[config.mk]
export PLATFORM = sky130hd
export DESIGN_NAME = clkmode_ctrl
export DESIGN_NICKNAME = d
export VERILOG_FILES = /design/src/rtl/clkmode_pkg.sv /design/src/rtl/clkmode_div.sv /design/src/rtl/clkmode_gate.sv /design/src/rtl/clkmode_seq.sv /design/src/rtl/clkmode_ctrl.sv
export SDC_FILE = /design/constraint.sdc
export NUM_CORES = 1
export LEC_CHECK = 0
export ABC_AREA = 1
export BUFFER_PORTS_ARGS = -buffer_cell sky130_fd_sc_hd__buf_2
export CORE_MARGIN = 1.5
export CORE_UTILIZATION = 47
export DETAILED_ROUTE_END_ITERATION = 10
export PLACE_DENSITY = 0.71
export SLEW_MARGIN = 30
export SYNTH_ARGS = -nofsm -noshare
export SYNTH_HDL_FRONTEND = slang
export SYNTH_SLANG_ARGS = --single-unit
[constraint.sdc]
create_clock -name clk -period 2.07 [get_ports clk]
set_input_delay 0 -clock clk [delete_from_list [all_inputs] [get_ports clk]]
set_output_delay 0 -clock clk [all_outputs]
set_load 0.005 [all_outputs]
[src/rtl/clkmode_pkg.sv]
package clkmode_pkg;

  localparam int CODE_W = 8;
  localparam int CNT_W  = 5;

  localparam logic [CODE_W-1:0] CODE_DIV8  = 8'h08;
  localparam logic [CODE_W-1:0] CODE_NODIV = 8'h12;

  typedef enum logic [1:0] {
    P_RUN  = 2'd0,
    P_WAIT = 2'd1,
    P_STOP = 2'd2,
    P_WAKE = 2'd3
  } pwr_e;

  typedef enum logic [2:0] {
    M_HIGH = 3'd0,
    M_MED  = 3'd1,
    M_LOW  = 3'd2,
    M_LPD  = 3'd3,
    M_WAIT = 3'd4,
    M_STOP = 3'd5,
    M_WAKE = 3'd6
  } mode_e;

  function automatic logic code_ok(input logic [CODE_W-1:0] c);
    case (c)
      8'h02, 8'h03, 8'h04, 8'h06, 8'h08,
      8'h0A, 8'h0C, 8'h0E, 8'h10, 8'h12: return 1'b1;
      default:                           return 1'b0;
    endcase
  endfunction

  function automatic logic [CODE_W-1:0] code_norm(input logic [CODE_W-1:0] c);
    return code_ok(c) ? c : CODE_DIV8;
  endfunction

  function automatic logic [CNT_W-1:0] code_divisor(input logic [CODE_W-1:0] c);
    return (c == CODE_NODIV) ? CNT_W'(1) : CNT_W'(c);
  endfunction

endpackage

[src/rtl/clkmode_div.sv]
module clkmode_div
  import clkmode_pkg::*;
(
  input  logic             clk,
  input  logic             rst_n,
  input  logic             en_i,
  input  logic             restart_i,
  input  logic [CNT_W-1:0] divisor_i,
  output logic             tick_o
);

  logic [CNT_W-1:0] cnt_q, cnt_d;

  always_comb begin
    if (restart_i || !en_i)
      cnt_d = '0;
    else if (cnt_q == '0)
      cnt_d = divisor_i - CNT_W'(1);
    else
      cnt_d = cnt_q - CNT_W'(1);
  end

  always_ff @(posedge clk or negedge rst_n) begin
    if (!rst_n) cnt_q <= '0;
    else        cnt_q <= cnt_d;
  end

  assign tick_o = en_i && (cnt_q == '0);

  AST_TICK_SPACING: assert property (@(posedge clk) disable iff (!rst_n)
    (tick_o && en_i && !restart_i && divisor_i != CNT_W'(1)) |=> !tick_o);

endmodule

[src/rtl/clkmode_gate.sv]
module clkmode_gate (
  input  logic clk,
  input  logic rst_n,
  input  logic run_i,
  input  logic change_i,
  output logic bclk_en_o
);

  logic gap_q;

  always_ff @(posedge clk or negedge rst_n) begin
    if (!rst_n) gap_q <= 1'b0;
    else        gap_q <= change_i;
  end

  assign bclk_en_o = run_i && !gap_q;

  AST_GAP_AFTER_CHANGE: assert property (@(posedge clk) disable iff (!rst_n)
    change_i |=> !bclk_en_o);

endmodule

[src/rtl/clkmode_seq.sv]
module clkmode_seq
  import clkmode_pkg::*;
(
  input  logic              clk,
  input  logic              rst_n,
  input  logic              wr_i,
  input  logic              sub_on_i,
  input  logic              main_off_i,
  input  logic              src_sub_i,
  input  logic              stop_i,
  input  logic [CODE_W-1:0] code_i,
  input  logic              wait_i,
  input  logic              irq_i,
  input  logic              main_stable_i,
  input  logic              sub_stable_i,
  output logic              main_osc_en_o,
  output logic              sub_osc_en_o,
  output logic              src_sub_o,
  output logic              halt_o,
  output logic              run_o,
  output logic [CODE_W-1:0] code_o,
  output logic              gap_req_o,
  output logic              div_restart_o,
  output logic [2:0]        mode_o,
  output logic              err_o
);

  pwr_e              pwr_q, pwr_d;
  logic              src_q, src_d, pend_src_q, pend_src_d;
  logic              main_on_q, main_on_d, sub_on_q, sub_on_d;
  logic              pend_moff_q, pend_moff_d, err_q, err_d;
  logic [CODE_W-1:0] div_q, div_d, pend_div_q, pend_div_d;
  logic              legal, sw_ok, div_ok, moff_ok, mon_ok;
  mode_e             mode_c;

  always_comb begin
    legal   = !((main_off_i && (!src_sub_i || !src_q)) ||
                (!sub_on_i  && ( src_sub_i ||  src_q)));
    sw_ok   = (pend_src_q && !src_q && sub_on_q && sub_stable_i) ||
              (!pend_src_q && src_q && main_on_q && main_stable_i);
    div_ok  = (pend_div_q != div_q) && main_on_q && main_stable_i;
    moff_ok = pend_moff_q && main_on_q && src_q;
    mon_ok  = !pend_moff_q && !main_on_q;
  end

  always_comb begin
    pwr_d         = pwr_q;
    src_d         = src_q;
    pend_src_d    = pend_src_q;
    main_on_d     = main_on_q;
    sub_on_d      = sub_on_q;
    pend_moff_d   = pend_moff_q;
    div_d         = div_q;
    pend_div_d    = pend_div_q;
    err_d         = err_q;
    gap_req_o     = 1'b0;
    div_restart_o = 1'b0;
    case (pwr_q)
      P_RUN: begin
        if (wr_i) begin
          if (stop_i) begin
            pwr_d = P_STOP;
          end else if (legal) begin
            sub_on_d    = sub_on_i;
            pend_src_d  = src_sub_i;
            pend_moff_d = main_off_i;
            pend_div_d  = code_norm(code_i);
          end else begin
            err_d = 1'b1;
          end
        end else if (wait_i) begin
          pwr_d = P_WAIT;
        end else if (sw_ok) begin
          src_d     = pend_src_q;
          gap_req_o = 1'b1;
        end else if (div_ok) begin
          div_d         = pend_div_q;
          gap_req_o     = 1'b1;
          div_restart_o = 1'b1;
        end else if (moff_ok) begin
          main_on_d     = 1'b0;
          div_d         = CODE_DIV8;
          pend_div_d    = CODE_DIV8;
          div_restart_o = 1'b1;
        end else if (mon_ok) begin
          main_on_d = 1'b1;
        end
      end
      P_WAIT: begin
        if (irq_i) pwr_d = P_RUN;
      end
      P_STOP: begin
        if (irq_i) begin
          pwr_d       = P_WAKE;
          src_d       = 1'b0;
          pend_src_d  = 1'b0;
          main_on_d   = 1'b1;
          pend_moff_d = 1'b0;
          div_d       = CODE_DIV8;
          pend_div_d  = CODE_DIV8;
        end
      end
      default: begin
        if (main_stable_i) begin
          pwr_d         = P_RUN;
          gap_req_o     = 1'b1;
          div_restart_o = 1'b1;
        end
      end
    endcase
  end

  always_ff @(posedge clk or negedge rst_n) begin
    if (!rst_n) begin
      pwr_q       <= P_RUN;
      src_q       <= 1'b0;
      pend_src_q  <= 1'b0;
      main_on_q   <= 1'b1;
      sub_on_q    <= 1'b0;
      pend_moff_q <= 1'b0;
      div_q       <= CODE_DIV8;
      pend_div_q  <= CODE_DIV8;
      err_q       <= 1'b0;
    end else begin
      pwr_q       <= pwr_d;
      src_q       <= src_d;
      pend_src_q  <= pend_src_d;
      main_on_q   <= main_on_d;
      sub_on_q    <= sub_on_d;
      pend_moff_q <= pend_moff_d;
      div_q       <= div_d;
      pend_div_q  <= pend_div_d;
      err_q       <= err_d;
    end
  end

  always_comb begin
    case (pwr_q)
      P_RUN:   mode_c = src_q ? (main_on_q ? M_LOW : M_LPD)
                              : ((div_q == CODE_NODIV) ? M_HIGH : M_MED);
      P_WAIT:  mode_c = M_WAIT;
      P_STOP:  mode_c = M_STOP;
      default: mode_c = M_WAKE;
    endcase
  end

  assign mode_o        = mode_c;
  assign main_osc_en_o = main_on_q && (pwr_q != P_STOP);
  assign sub_osc_en_o  = sub_on_q  && (pwr_q != P_STOP);
  assign halt_o        = (pwr_q != P_RUN);
  assign run_o         = (pwr_q == P_RUN);
  assign src_sub_o     = src_q;
  assign code_o        = div_q;
  assign err_o         = err_q;

  AST_SUB_SWITCH_GATED: assert property (@(posedge clk) disable iff (!rst_n)
    $rose(src_q) |-> ($past(sub_stable_i) && $past(sub_on_q)));
  AST_MAIN_SWITCH_GATED: assert property (@(posedge clk) disable iff (!rst_n)
    ($fell(src_q) && $past(pwr_q) == P_RUN) |-> $past(main_stable_i));
  AST_MAIN_OFF_FROM_SUB: assert property (@(posedge clk) disable iff (!rst_n)
    ($fell(main_on_q) && $past(pwr_q) == P_RUN) |-> (src_q && div_q == CODE_DIV8));
  AST_WAKE_FORCES_DIV8: assert property (@(posedge clk) disable iff (!rst_n)
    (pwr_q == P_WAKE && $past(pwr_q) == P_STOP) |-> (!src_q && main_on_q && div_q == CODE_DIV8));
  AST_ERR_STICKY: assert property (@(posedge clk) disable iff (!rst_n)
    err_q |=> err_q);
  AST_CODE_SUPPORTED: assert property (@(posedge clk) disable iff (!rst_n)
    code_ok(div_q));

endmodule

[src/rtl/clkmode_ctrl.sv]
module clkmode_ctrl
  import clkmode_pkg::*;
(
  input  logic              clk,
  input  logic              rst_n,
  input  logic              cfg_wr,
  input  logic              cfg_sub_on,
  input  logic              cfg_main_off,
  input  logic              cfg_src_sub,
  input  logic              cfg_stop,
  input  logic [CODE_W-1:0] cfg_div_code,
  input  logic              wait_pulse,
  input  logic              irq_pulse,
  input  logic              main_stable,
  input  logic              sub_stable,
  output logic              main_osc_en,
  output logic              sub_osc_en,
  output logic              bclk_en,
  output logic              bclk_sel_sub,
  output logic              main_div_tick,
  output logic              cpu_halt,
  output logic [2:0]        clk_mode,
  output logic              cfg_err
);

  logic              run, gap_req, div_restart;
  logic [CODE_W-1:0] code;

  clkmode_seq u_seq (
    .clk           (clk),
    .rst_n         (rst_n),
    .wr_i          (cfg_wr),
    .sub_on_i      (cfg_sub_on),
    .main_off_i    (cfg_main_off),
    .src_sub_i     (cfg_src_sub),
    .stop_i        (cfg_stop),
    .code_i        (cfg_div_code),
    .wait_i        (wait_pulse),
    .irq_i         (irq_pulse),
    .main_stable_i (main_stable),
    .sub_stable_i  (sub_stable),
    .main_osc_en_o (main_osc_en),
    .sub_osc_en_o  (sub_osc_en),
    .src_sub_o     (bclk_sel_sub),
    .halt_o        (cpu_halt),
    .run_o         (run),
    .code_o        (code),
    .gap_req_o     (gap_req),
    .div_restart_o (div_restart),
    .mode_o        (clk_mode),
    .err_o         (cfg_err)
  );

  clkmode_gate u_gate (
    .clk       (clk),
    .rst_n     (rst_n),
    .run_i     (run),
    .change_i  (gap_req),
    .bclk_en_o (bclk_en)
  );

  clkmode_div u_div (
    .clk       (clk),
    .rst_n     (rst_n),
    .en_i      (main_osc_en),
    .restart_i (div_restart),
    .divisor_i (code_divisor(code)),
    .tick_o    (main_div_tick)
  );

endmodule

==> results_dict.tcl <==
set metrics [dict create \
    status "finished, final reports clean" \
    htreeDepth 2 \
    syn_avg_cell_area_sq_um 7.18 \
    drive_above_1_share_pct 24.1 \
    criticalPathCategory "register to register" \
    crit_chain "nor2_1, nand4_1, nand2_1, a21oi_2, ha_1, inv_1, nor3_2, xnor2_1, nor2_1" \
    post-cts-setup-buffers 0 \
    hold_depth 4 \
    dieArea_sq_um 4150 \
    die_w_um 64.4 \
    finalWirelength_um 3930 \
    cts.sinks 30 \
    crit_required_ns 2.24 \
    timing.final.ws_setup_ns 0.236 \
    multi_input_area_sq_um 845 \
    fin_crit_sh_pct 88.6 \
    fin_area_sq_um 2200 \
    synth_nets 267 \
    detail-route-antenna-nets 0 \
    root_buffer "clkbuf_8" \
    pre_cts_ws_ns 0.0977 \
    hold_class "primary input to register" \
    portBuffers 28 \
    worst_setup_path_end_kind "register" \
    yosys_warnings 0 \
    clk_path_buf_depth 2 \
    fillers 344 \
    rsz0062_at_grt "false" \
    initial_core_util_pct 48.8 \
    crit_fanout 4 \
    grt.total_usage_pct 21.4 \
    via_per_inst 4.83 \
    setup_viol 0 \
    drt_iter0_drc 56 \
    setup_tns_ns 0 \
    synth_cells 247 \
    maxSlewViolCount 0 \
    peakVddDrop_v 0.000919 \
    place_area_sq_um 1990 \
    critPathArrivalTime_ns 2.01 \
    firstDrtPassIters 4 \
    cpMaxStageDelayCell "dfstp_2" \
    slew_headroom_pct 56.3 \
    numCtsBuffers 5 \
    worstSkewPairLatency_ns 0.29 \
    regArea_sq_um 754 \
    clk_pin_slew_ns 0.07 \
    ios 29 \
    finalHoldViolCount 0 \
    grt_pass1_vias 1583 \
    tightest_slew_ns 0.656 \
    yosysTopAreaCell "dfrtp_1" \
    yosysSeqAreaShare_pct 42.5 \
    core_sq_um 3630 \
    ys_seq_elements 30 \
    cts_tree "yes" \
    p_leak_nw 1.15 \
    diodes 0 \
    finClkSkew_ns 0.00570 \
    placementRows 22 \
    antenna_found_initial 0 \
    die_height_um 64.4 \
    min_period_ns 1.83 \
    wl_per_cell_um 11.6 \
    synth_top_cell_area_share_pct 38.1 \
    reg2regPathDepth 9 \
    hpwl_um 2890 \
    gp_congestion 0.832 \
    p_per_area_nw_per_um2 1430 \
    worst_path_largest_cell_delay_ns 0.57 \
    vias 1639 \
    stdcell_count 339 \
    fmax_mhz 545 \
    syn2layout_area_growth_pct 24.1 \
    ys_top_cells_by_area "dfrtp_1 (38%), nand2_1 (15%), inv_1 (8.3%)" \
    drv_cap 0 \
    numPlacedInstances 326 \
    finalNetCount 310 \
    grt_pass1_wl_um 6890 \
    crit_top_cell "nor2_1" \
    mappedNetlistArea_sq_um 1770 \
    post-route-drc-count 0 \
    grt_max_degree 31 \
    grt.overflow.total 0 \
    yosysUniqueCellTypes 28 \
    critPathLaunchType "register" \
]
[power by group]
group / total [mW] / switching (mW) / internal, mW / leakage, nW
clock: 0.748 / 0.234 / 0.513 / 0.0714
sequential: 0.948 / 0.163 / 0.785 / 0.388
combinational: 1.44 / 0.901 / 0.543 / 0.695
[worst max-delay path, delay by kind of cell (launching register included)]
kind	cells	cell delay, ns
AND/OR/NAND/NOR	5	0.55
buffers and inverters	1	0.06
XOR/XNOR	1	0.14
AO/OA/AOI/OAI	1	0.22
adder cells (fa/ha/maj)	1	0.19
flip-flops	1	0.57
[synthesized netlist by cell type]
library cell / count
o21ai_1: 5
nand4_1: 5
buf_6: 1
dfstp_2: 3
xnor2_1: 4
nand3b_1: 1
a31oi_1: 1
nor3_1: 4
nand3_1: 9
o22ai_1: 2
ha_1: 1
nand2_1: 71
buf_4: 1
a21oi_1: 4
nor2_4: 2
a22oi_2: 1
o21ai_0: 9
nor2_1: 31
a21o_1: 1
a21boi_1: 1
inv_2: 7
nor2_2: 3
o31ai_1: 1
o21ai_2: 9
xor2_1: 2
dfrtp_1: 27
nand2_2: 2
inv_1: 39
[per-stage QoR]
step                      total power [mW]  hold slack [ns]  utilization, %
after floorplan                       1.92           -0.296               -
after global placement                2.32           0.0790            54.9
after detailed placement              2.34           0.0713            54.9
after CTS                             3.11          0.00612            60.2
after global routing                  3.39           0.0364            60.6
final                                 3.14          0.00636            60.6
[final cells by class]
class                      instances  area share [%]
inverter                          46            7.84
sequential                        30            34.3
multi-input combinational        169            38.4
clock inverter                     2            2.73
tap                               48            2.73
clock buffer                       6            3.75
timing repair buffer              38            10.3
[per-layer routing]
metal	global-route usage, %	up-vias	wire (um)
li1	-	854	-
met1	29.2	733	1890
met2	33.1	39	1780
met3	5.21	13	149
met4	8.24	0	115
met5	0	-	0
[cell families after synthesis]
family,after synthesis,share of synthesized area (%)
buf+inv,48,10.8
simple gates,128,30.5
fa+ha+maj,1,0.705
flops,30,42.5
xor+xnor,6,2.96
compound gates,34,12.6
[cells in the final DEF (no fill, tap or decap), types with 6 or more instances in the layout]
master	synthesis	final
o21ai_0	9	9
nand3_1	9	9
inv_2	7	7
clkbuf_8	0	6
o21ai_2	9	8
buf_2	0	28
nor2_1	31	31
inv_1	39	39
dfrtp_1	27	27
nand2_1	71	71
[state kept, by name (all words and copies together) (netlist names)]
register           cells
u_div.cnt_q            5
u_seq.main_on_q        1
u_seq.code_o           8
u_seq.pend_div_q       8
u_seq.pwr_q            2
u_seq.src_sub_o        1
u_seq.pend_src_q       1
u_seq.pend_moff_q      1
u_gate.gap_q           1
u_seq.err_o            1
u_seq.sub_on_q         1
[worst paths after layout]
kind | startpoint | end | slack, ns
max | u_seq.code_o[3] | u_div.cnt_q[4] | 0.24
min | wait_pulse | u_gate.gap_q | 0.006
max reg2reg | u_seq.code_o[3] | u_div.cnt_q[4] | 0.24
min reg2reg | u_seq.err_o | u_seq.err_o | 0.45
max in group asynchronous | rst_n | u_seq.sub_on_q | 1.37
min in group asynchronous | rst_n | u_seq.code_o[2] | 0.27
[what timing repair did]
| action | CTS | global route |
|---|---|---|
| hold endpoints to repair | 31 | 0 |
| setup endpoints to repair | 0 | 9 |
| hold buffers | 5 | 0 |
| gates resized for setup | 0 | 3 |
Note: power is estimated with default switching activity, not from simulation.
